[config.mk]
export PLATFORM = sky130hd
export DESIGN_NAME = bank_row_tracker
export DESIGN_NICKNAME = d
export VERILOG_FILES = /design/src/rtl/brt_pkg.sv /design/src/rtl/brt_bank_fsm.sv /design/src/rtl/brt_prio_arb.sv /design/src/rtl/bank_row_tracker.sv
export SDC_FILE = /design/constraint.sdc
export NUM_CORES = 1
export LEC_CHECK = 0
export BUFFER_PORTS_ARGS = -buffer_cell sky130_fd_sc_hd__buf_2
export CORE_UTILIZATION = 50
export DETAILED_ROUTE_END_ITERATION = 6
export GPL_TIMING_DRIVEN = 0
export PLACE_DENSITY = 0.68
export SYNTH_ARGS = -nofsm -noshare
export SYNTH_HDL_FRONTEND = slang
export SYNTH_SLANG_ARGS = --single-unit
[constraint.sdc]
create_clock -name clk_i -period 7.9 [get_ports clk_i]
set_input_delay 0.79 -clock clk_i [delete_from_list [all_inputs] [get_ports clk_i]]
set_output_delay 0.79 -clock clk_i [all_outputs]
set_load 0.01 [all_outputs]
[src/rtl/brt_pkg.sv]
package brt_pkg;
  typedef enum logic [1:0] {
    BS_IDLE, BS_ACTIVE, BS_PRECHARGING, BS_ACTIVATING
  } bank_state_e;

  typedef enum logic [2:0] {
    BC_NONE, BC_ACT, BC_RD, BC_WR, BC_PRE
  } bank_cmd_e;
endpackage

[src/rtl/brt_bank_fsm.sv]
module brt_bank_fsm
  import brt_pkg::*;
#(
  parameter int ROW_W = 14,
  parameter int T_RCD = 4,
  parameter int T_RP  = 5,
  parameter int CNT_W = 3
) (
  input  logic             clk_i,
  input  logic             rst_ni,
  input  logic             want_i,
  input  logic [ROW_W-1:0] want_row_i,
  input  logic             want_wr_i,
  input  logic             close_all_i,
  input  logic             block_act_i,
  input  logic             grant_i,
  output bank_cmd_e        cmd_o,
  output bank_state_e      state_o,
  output logic [ROW_W-1:0] open_row_o
);
  localparam logic [CNT_W-1:0] RCD_LD = CNT_W'(T_RCD - 1);
  localparam logic [CNT_W-1:0] RP_LD  = CNT_W'(T_RP - 1);

  bank_state_e      state_q;
  logic [ROW_W-1:0] row_q;
  logic [CNT_W-1:0] cnt_q;

  always_comb begin
    cmd_o = BC_NONE;
    case (state_q)
      BS_IDLE:
        if (want_i && !block_act_i) cmd_o = BC_ACT;
      BS_ACTIVE:
        if (close_all_i)                    cmd_o = BC_PRE;
        else if (want_i && row_q != want_row_i) cmd_o = BC_PRE;
        else if (want_i)                    cmd_o = want_wr_i ? BC_WR : BC_RD;
      default: cmd_o = BC_NONE;
    endcase
  end

  always_ff @(posedge clk_i or negedge rst_ni) begin
    if (!rst_ni) begin
      state_q <= BS_IDLE;
      row_q   <= '0;
      cnt_q   <= '0;
    end else begin
      case (state_q)
        BS_IDLE:
          if (grant_i && cmd_o == BC_ACT) begin
            row_q <= want_row_i;
            if (T_RCD > 1) begin
              state_q <= BS_ACTIVATING;
              cnt_q   <= RCD_LD;
            end else begin
              state_q <= BS_ACTIVE;
            end
          end
        BS_ACTIVE:
          if (grant_i && cmd_o == BC_PRE) begin
            if (T_RP > 1) begin
              state_q <= BS_PRECHARGING;
              cnt_q   <= RP_LD;
            end else begin
              state_q <= BS_IDLE;
            end
          end
        BS_PRECHARGING:
          if (cnt_q <= 1) state_q <= BS_IDLE;
          else            cnt_q   <= cnt_q - 1'b1;
        BS_ACTIVATING:
          if (cnt_q <= 1) state_q <= BS_ACTIVE;
          else            cnt_q   <= cnt_q - 1'b1;
        default: state_q <= BS_IDLE;
      endcase
    end
  end

  assign state_o    = state_q;
  assign open_row_o = row_q;
endmodule

[src/rtl/brt_prio_arb.sv]
module brt_prio_arb #(
  parameter int N = 8,
  localparam int IDX_W = (N > 1) ? $clog2(N) : 1
) (
  input  logic [N-1:0]     req_i,
  output logic [N-1:0]     gnt_o,
  output logic [IDX_W-1:0] idx_o,
  output logic             any_o
);
  always_comb begin
    gnt_o = '0;
    idx_o = '0;
    any_o = 1'b0;
    for (int i = 0; i < N; i++) begin
      if (req_i[i] && !any_o) begin
        any_o    = 1'b1;
        gnt_o[i] = 1'b1;
        idx_o    = IDX_W'(i);
      end
    end
  end
endmodule

[src/rtl/bank_row_tracker.sv]
module bank_row_tracker
  import brt_pkg::*;
#(
  parameter int NUM_BANKS = 8,
  parameter int ROW_W     = 14,
  parameter int COL_W     = 10,
  parameter int CLK_PS    = 2500,
  parameter int T_RP_PS   = 12000,
  parameter int T_RCD     = 4,
  localparam int BANK_W   = $clog2(NUM_BANKS),
  localparam int T_RP     = (T_RP_PS + CLK_PS - 1) / CLK_PS,
  localparam int T_MAX    = (T_RP > T_RCD) ? T_RP : T_RCD,
  localparam int CNT_W    = $clog2(T_MAX + 1)
) (
  input  logic              clk_i,
  input  logic              rst_ni,
  input  logic              req_valid_i,
  input  logic [BANK_W-1:0] req_bank_i,
  input  logic [ROW_W-1:0]  req_row_i,
  input  logic [COL_W-1:0]  req_col_i,
  input  logic              req_write_i,
  output logic              req_ready_o,
  input  logic              refresh_req_i,
  input  logic              refresh_busy_i,
  output logic              all_idle_o,
  output logic              cmd_act_o,
  output logic              cmd_rd_o,
  output logic              cmd_wr_o,
  output logic              cmd_pre_o,
  output logic [BANK_W-1:0] cmd_bank_o,
  output logic [ROW_W-1:0]  cmd_row_o,
  output logic [COL_W-1:0]  cmd_col_o
);
  logic [NUM_BANKS-1:0] bank_req, bank_idle, gnt;
  logic [BANK_W-1:0]    win;
  logic                 any;
  logic                 block_act;
  bank_cmd_e            bank_cmd [NUM_BANKS];
  bank_state_e          bank_st  [NUM_BANKS];
  logic [ROW_W-1:0]     bank_row [NUM_BANKS];
  bank_cmd_e            sel;

  assign block_act = refresh_req_i | refresh_busy_i;

  for (genvar b = 0; b < NUM_BANKS; b++) begin : g_bank
    logic want;
    assign want = req_valid_i && (req_bank_i == BANK_W'(b));

    brt_bank_fsm #(
      .ROW_W(ROW_W), .T_RCD(T_RCD), .T_RP(T_RP), .CNT_W(CNT_W)
    ) u_fsm (
      .clk_i       (clk_i),
      .rst_ni      (rst_ni),
      .want_i      (want),
      .want_row_i  (req_row_i),
      .want_wr_i   (req_write_i),
      .close_all_i (refresh_req_i),
      .block_act_i (block_act),
      .grant_i     (gnt[b]),
      .cmd_o       (bank_cmd[b]),
      .state_o     (bank_st[b]),
      .open_row_o  (bank_row[b])
    );

    assign bank_req[b]  = bank_cmd[b] != BC_NONE;
    assign bank_idle[b] = bank_st[b] == BS_IDLE;
  end

  brt_prio_arb #(.N(NUM_BANKS)) u_arb (
    .req_i (bank_req),
    .gnt_o (gnt),
    .idx_o (win),
    .any_o (any)
  );

  assign sel         = any ? bank_cmd[win] : BC_NONE;
  assign cmd_act_o   = sel == BC_ACT;
  assign cmd_rd_o    = sel == BC_RD;
  assign cmd_wr_o    = sel == BC_WR;
  assign cmd_pre_o   = sel == BC_PRE;
  assign cmd_bank_o  = win;
  assign cmd_row_o   = cmd_act_o ? req_row_i : bank_row[win];
  assign cmd_col_o   = req_col_i;
  assign req_ready_o = cmd_rd_o | cmd_wr_o;
  assign all_idle_o  = &bank_idle;
endmodule

==> impl_metrics.env <==
export IMPL_path_common_cell="buf_2"
export IMPL_layout_min_cycle_time_ps=5023
export IMPL_postCtsHoldBufs=0
export IMPL_synthArstFlopShare_pct=100.0
export IMPL_endpoint_kind="primary output"
export IMPL_worstMarginPinSlew_ps=1205
export IMPL_tns_ps=0
export IMPL_postSynthAreaPerCell_um2=10.42
export IMPL_powerDensity_nw_per_um2=381.1
export IMPL_grt_pass1_vias=7971
export IMPL_synth_most_common_cell="dfrtp_1"
export IMPL_leakage_nw=5.396
export IMPL_syn_to_final_growth_pct=11.29
export IMPL_critPathBufInv=4
export IMPL_place_inst=1298
export IMPL_clk_pin_slew_ps=70
export IMPL_setup_viol=0
export IMPL_cts_post_setup_buffers_inserted=0
export IMPL_fp_coreArea_um2=20230
export IMPL_drv_cap=0
export IMPL_dieHeight_um=145.7
export IMPL_power_frac_seq_pct=28.8
export IMPL_synth_top_area_share_pct=36.84
export IMPL_hp_class="input port to asynchronous set/reset pin"
export IMPL_required_ps=7110
export IMPL_htreeDepth=4
export IMPL_fillers=1744
export IMPL_cp_top_family="simple AND/OR/NAND/NOR gates"
export IMPL_yosys_top_cells_area="dfrtp_1, mux2_2, xnor2_1"
export IMPL_gp_congestion=1.001
export IMPL_timing_final_crit_share_pct=63.58
export IMPL_status="complete, no violations"
export IMPL_critical_path_max_stage_delay_ps=870
export IMPL_switchingPower_mw=1.864
export IMPL_cts_tree="built"
export IMPL_start_util_pct=51.03
export IMPL_ir_worst_vdd_uv=196.4
export IMPL_netlist_instances=991
export IMPL_wire_per_inst_um=21.01
export IMPL_grt_max_degree=109
export IMPL_yosysSeqAreaShare_pct=36.84
export IMPL_cp_arrival_ps=4230
export IMPL_ys_ff_latch=152
export IMPL_yosys_most_used_dff="dfrtp_1"
export IMPL_via_count=8017
export IMPL_cts_sinks=152
export IMPL_max_slew_margin_pct=18.90
export IMPL_postRouteAntennaNets=0
export IMPL_fmax_ghz=0.1991
export IMPL_drt_iter0_markers=702
export IMPL_die_area_um2=21230
export IMPL_antennaDiodeCount=0
export IMPL_power_frac_clock_pct=19.6
export IMPL_drt_total_wl_um=27940
export IMPL_hpwl_um=20280
export IMPL_die_w_um=145.7
export IMPL_clk_path_buf_depth=2
export IMPL_yosys_warnings=0
export IMPL_final_nets=1127
export IMPL_crit_chain="buf_2 -> clkbuf_1 -> xnor2_1 -> nand4_1 -> nor4_1 -> a311oi_1 -> and3_1 -> o211ai_4 -> buf_6 -> mux2_4 -> buf_2"
export IMPL_track_usage_pct=27.33
export IMPL_rsz0062_at_grt="false"
export IMPL_finalCoreUtilization_pct=56.80
export IMPL_cts_buffers=17
export IMPL_layoutNonFillerInstCount=1330
export IMPL_worst_path_max_delay_cell="nor4_1"
export IMPL_port_buffers=36
export IMPL_finalHoldViolations=0
export IMPL_critPathMaxFanout=10
export IMPL_skew_ps=6.969
export IMPL_ioPinCount=66
export IMPL_yosys_area_top_type="dfrtp_1"
export IMPL_ys_types=73
export IMPL_cts_root_buffer="clkbuf_16"
export IMPL_rows=52
export IMPL_clk_latency_ps=440
export IMPL_netlist_area_um2=10330
export IMPL_swShare_pct=42.56
export IMPL_start_kind="input port"
export IMPL_power_internal_mw=2.515
export IMPL_slew_violations=0
export IMPL_cts_resized_gates=0
export IMPL_drt_pass1_iter_count=5
export IMPL_pwr_share_comb_pct=51.7
export IMPL_layout_drive_gt1_share_pct=25.66
export IMPL_syn_nets=1071
export IMPL_synth_edff_count=0
export IMPL_synthTopCellsByCount="dfrtp_1, mux2_2, xnor2_1"
export IMPL_antenna_found_initial=0
export IMPL_drc_errors=0
export IMPL_avgViaCountPerCell=6.028
export IMPL_gr_total_overflow=0
export IMPL_critical_path_class="input port to primary output"
export IMPL_grt_pass1_wl_um=44230
[kinds of logic after synthesis]
family	Yosys count	share of synthesized area (%)
XOR/XNOR	112	9.500
multiplexers	173	18.64
AO/OA/AOI/OAI	164	12.35
AND/OR/NAND/NOR	225	11.45
buffers and inverters	118	5.537
flip-flops	152	36.84
adder cells (fa/ha/maj)	47	5.695
[per-layer routing]
metal	GRT usage [%]	vias up	part of all wire (%)
li1	-	3672	-
met4	12.05	0	3.6
met1	36.19	3903	42
met3	6.113	69	7.9
met2	42.87	373	46
met5	0	-	0
[power by group through the flow]
stage	Combinational [mW]	Clock (mW)	Sequential, mW
floorplan	1.65	0	1.21
global placement	2.18	0	1.26
detailed placement	2.23	0	1.27
CTS	2.24	0.869	1.26
global route	2.47	0.898	1.30
finish	2.26	0.857	1.26
[per-stage QoR]
step | power (mW) | worst slack (ps) | area (µm²) | hold WS (ps)
CTS | 4.370 | 2989 | 11490 | 250.5
floorplan | 2.861 | 4175 | 10330 | 449.7
finish | 4.380 | 2877 | 11490 | 232.4
detailed placement | 3.498 | 2995 | 10880 | 465.8
global placement | 3.444 | 3010 | 10840 | 461.9
global route | 4.667 | 2733 | 11490 | 256.1
[flip-flops by register name (all words and copies together) (netlist names)]
register,cells
g_bank.u_fsm.state_o,16
g_bank.u_fsm.cnt_q,24
g_bank.u_fsm.open_row_o,112
[area by class of cell]
cell class              instances  area (µm²)  area share, %
multi-input cells             721        5951          51.78
well taps                     270       337.8          2.940
flip-flops and latches        152        3804          33.10
clock buffers                  17       425.4          3.702
repair buffers                 37       217.7          1.894
inverters                      50       187.7          1.633
plain buffers                  68       384.1          3.342
clock inverters                15       185.2          1.611
[path summary, 6_finish.rpt]
check                                           start  depth (start not counted)                            end  slack (ps)
max in group asynchronous                      rst_ni                          2  g_bank[4].u_fsm.open_row_o[9]        6790
min in group clk_i           g_bank[6].u_fsm.cnt_q[1]                          1       g_bank[6].u_fsm.cnt_q[1]         480
min                                            rst_ni                          1       g_bank[3].u_fsm.cnt_q[2]         230
max reg2reg                g_bank[5].u_fsm.state_o[1]                          7  g_bank[5].u_fsm.open_row_o[6]        4670
min reg2reg                  g_bank[6].u_fsm.cnt_q[1]                          1       g_bank[6].u_fsm.cnt_q[1]         480
max                                      req_row_i[3]                         11                  cmd_row_o[12]        2880
[cell usage in the layout (no fill, tap or decap), types with 4 or more instances in the layout]
master	count
mux2_4	9
a21o_1	17
a211oi_1	14
o211ai_1	7
nor3b_1	7
buf_2	66
nand4_1	26
and3_1	6
o31ai_1	7
xor2_1	43
ha_1	47
nor4_1	14
nand3_1	16
a32o_1	14
a21oi_1	11
or2_2	4
mux2i_1	46
o21bai_1	6
nand3b_1	5
clkbuf_16	17
dfrtp_1	152
nor3_1	11
a22oi_1	6
inv_6	5
nand2_1	63
buf_4	14
buf_6	5
o21ai_0	28
mux2_2	118
a221oi_1	16
o22ai_1	6
clkbuf_1	17
nor2_1	49
xnor2_1	69
inv_1	48
Note: power is estimated with default switching activity, not from simulation.
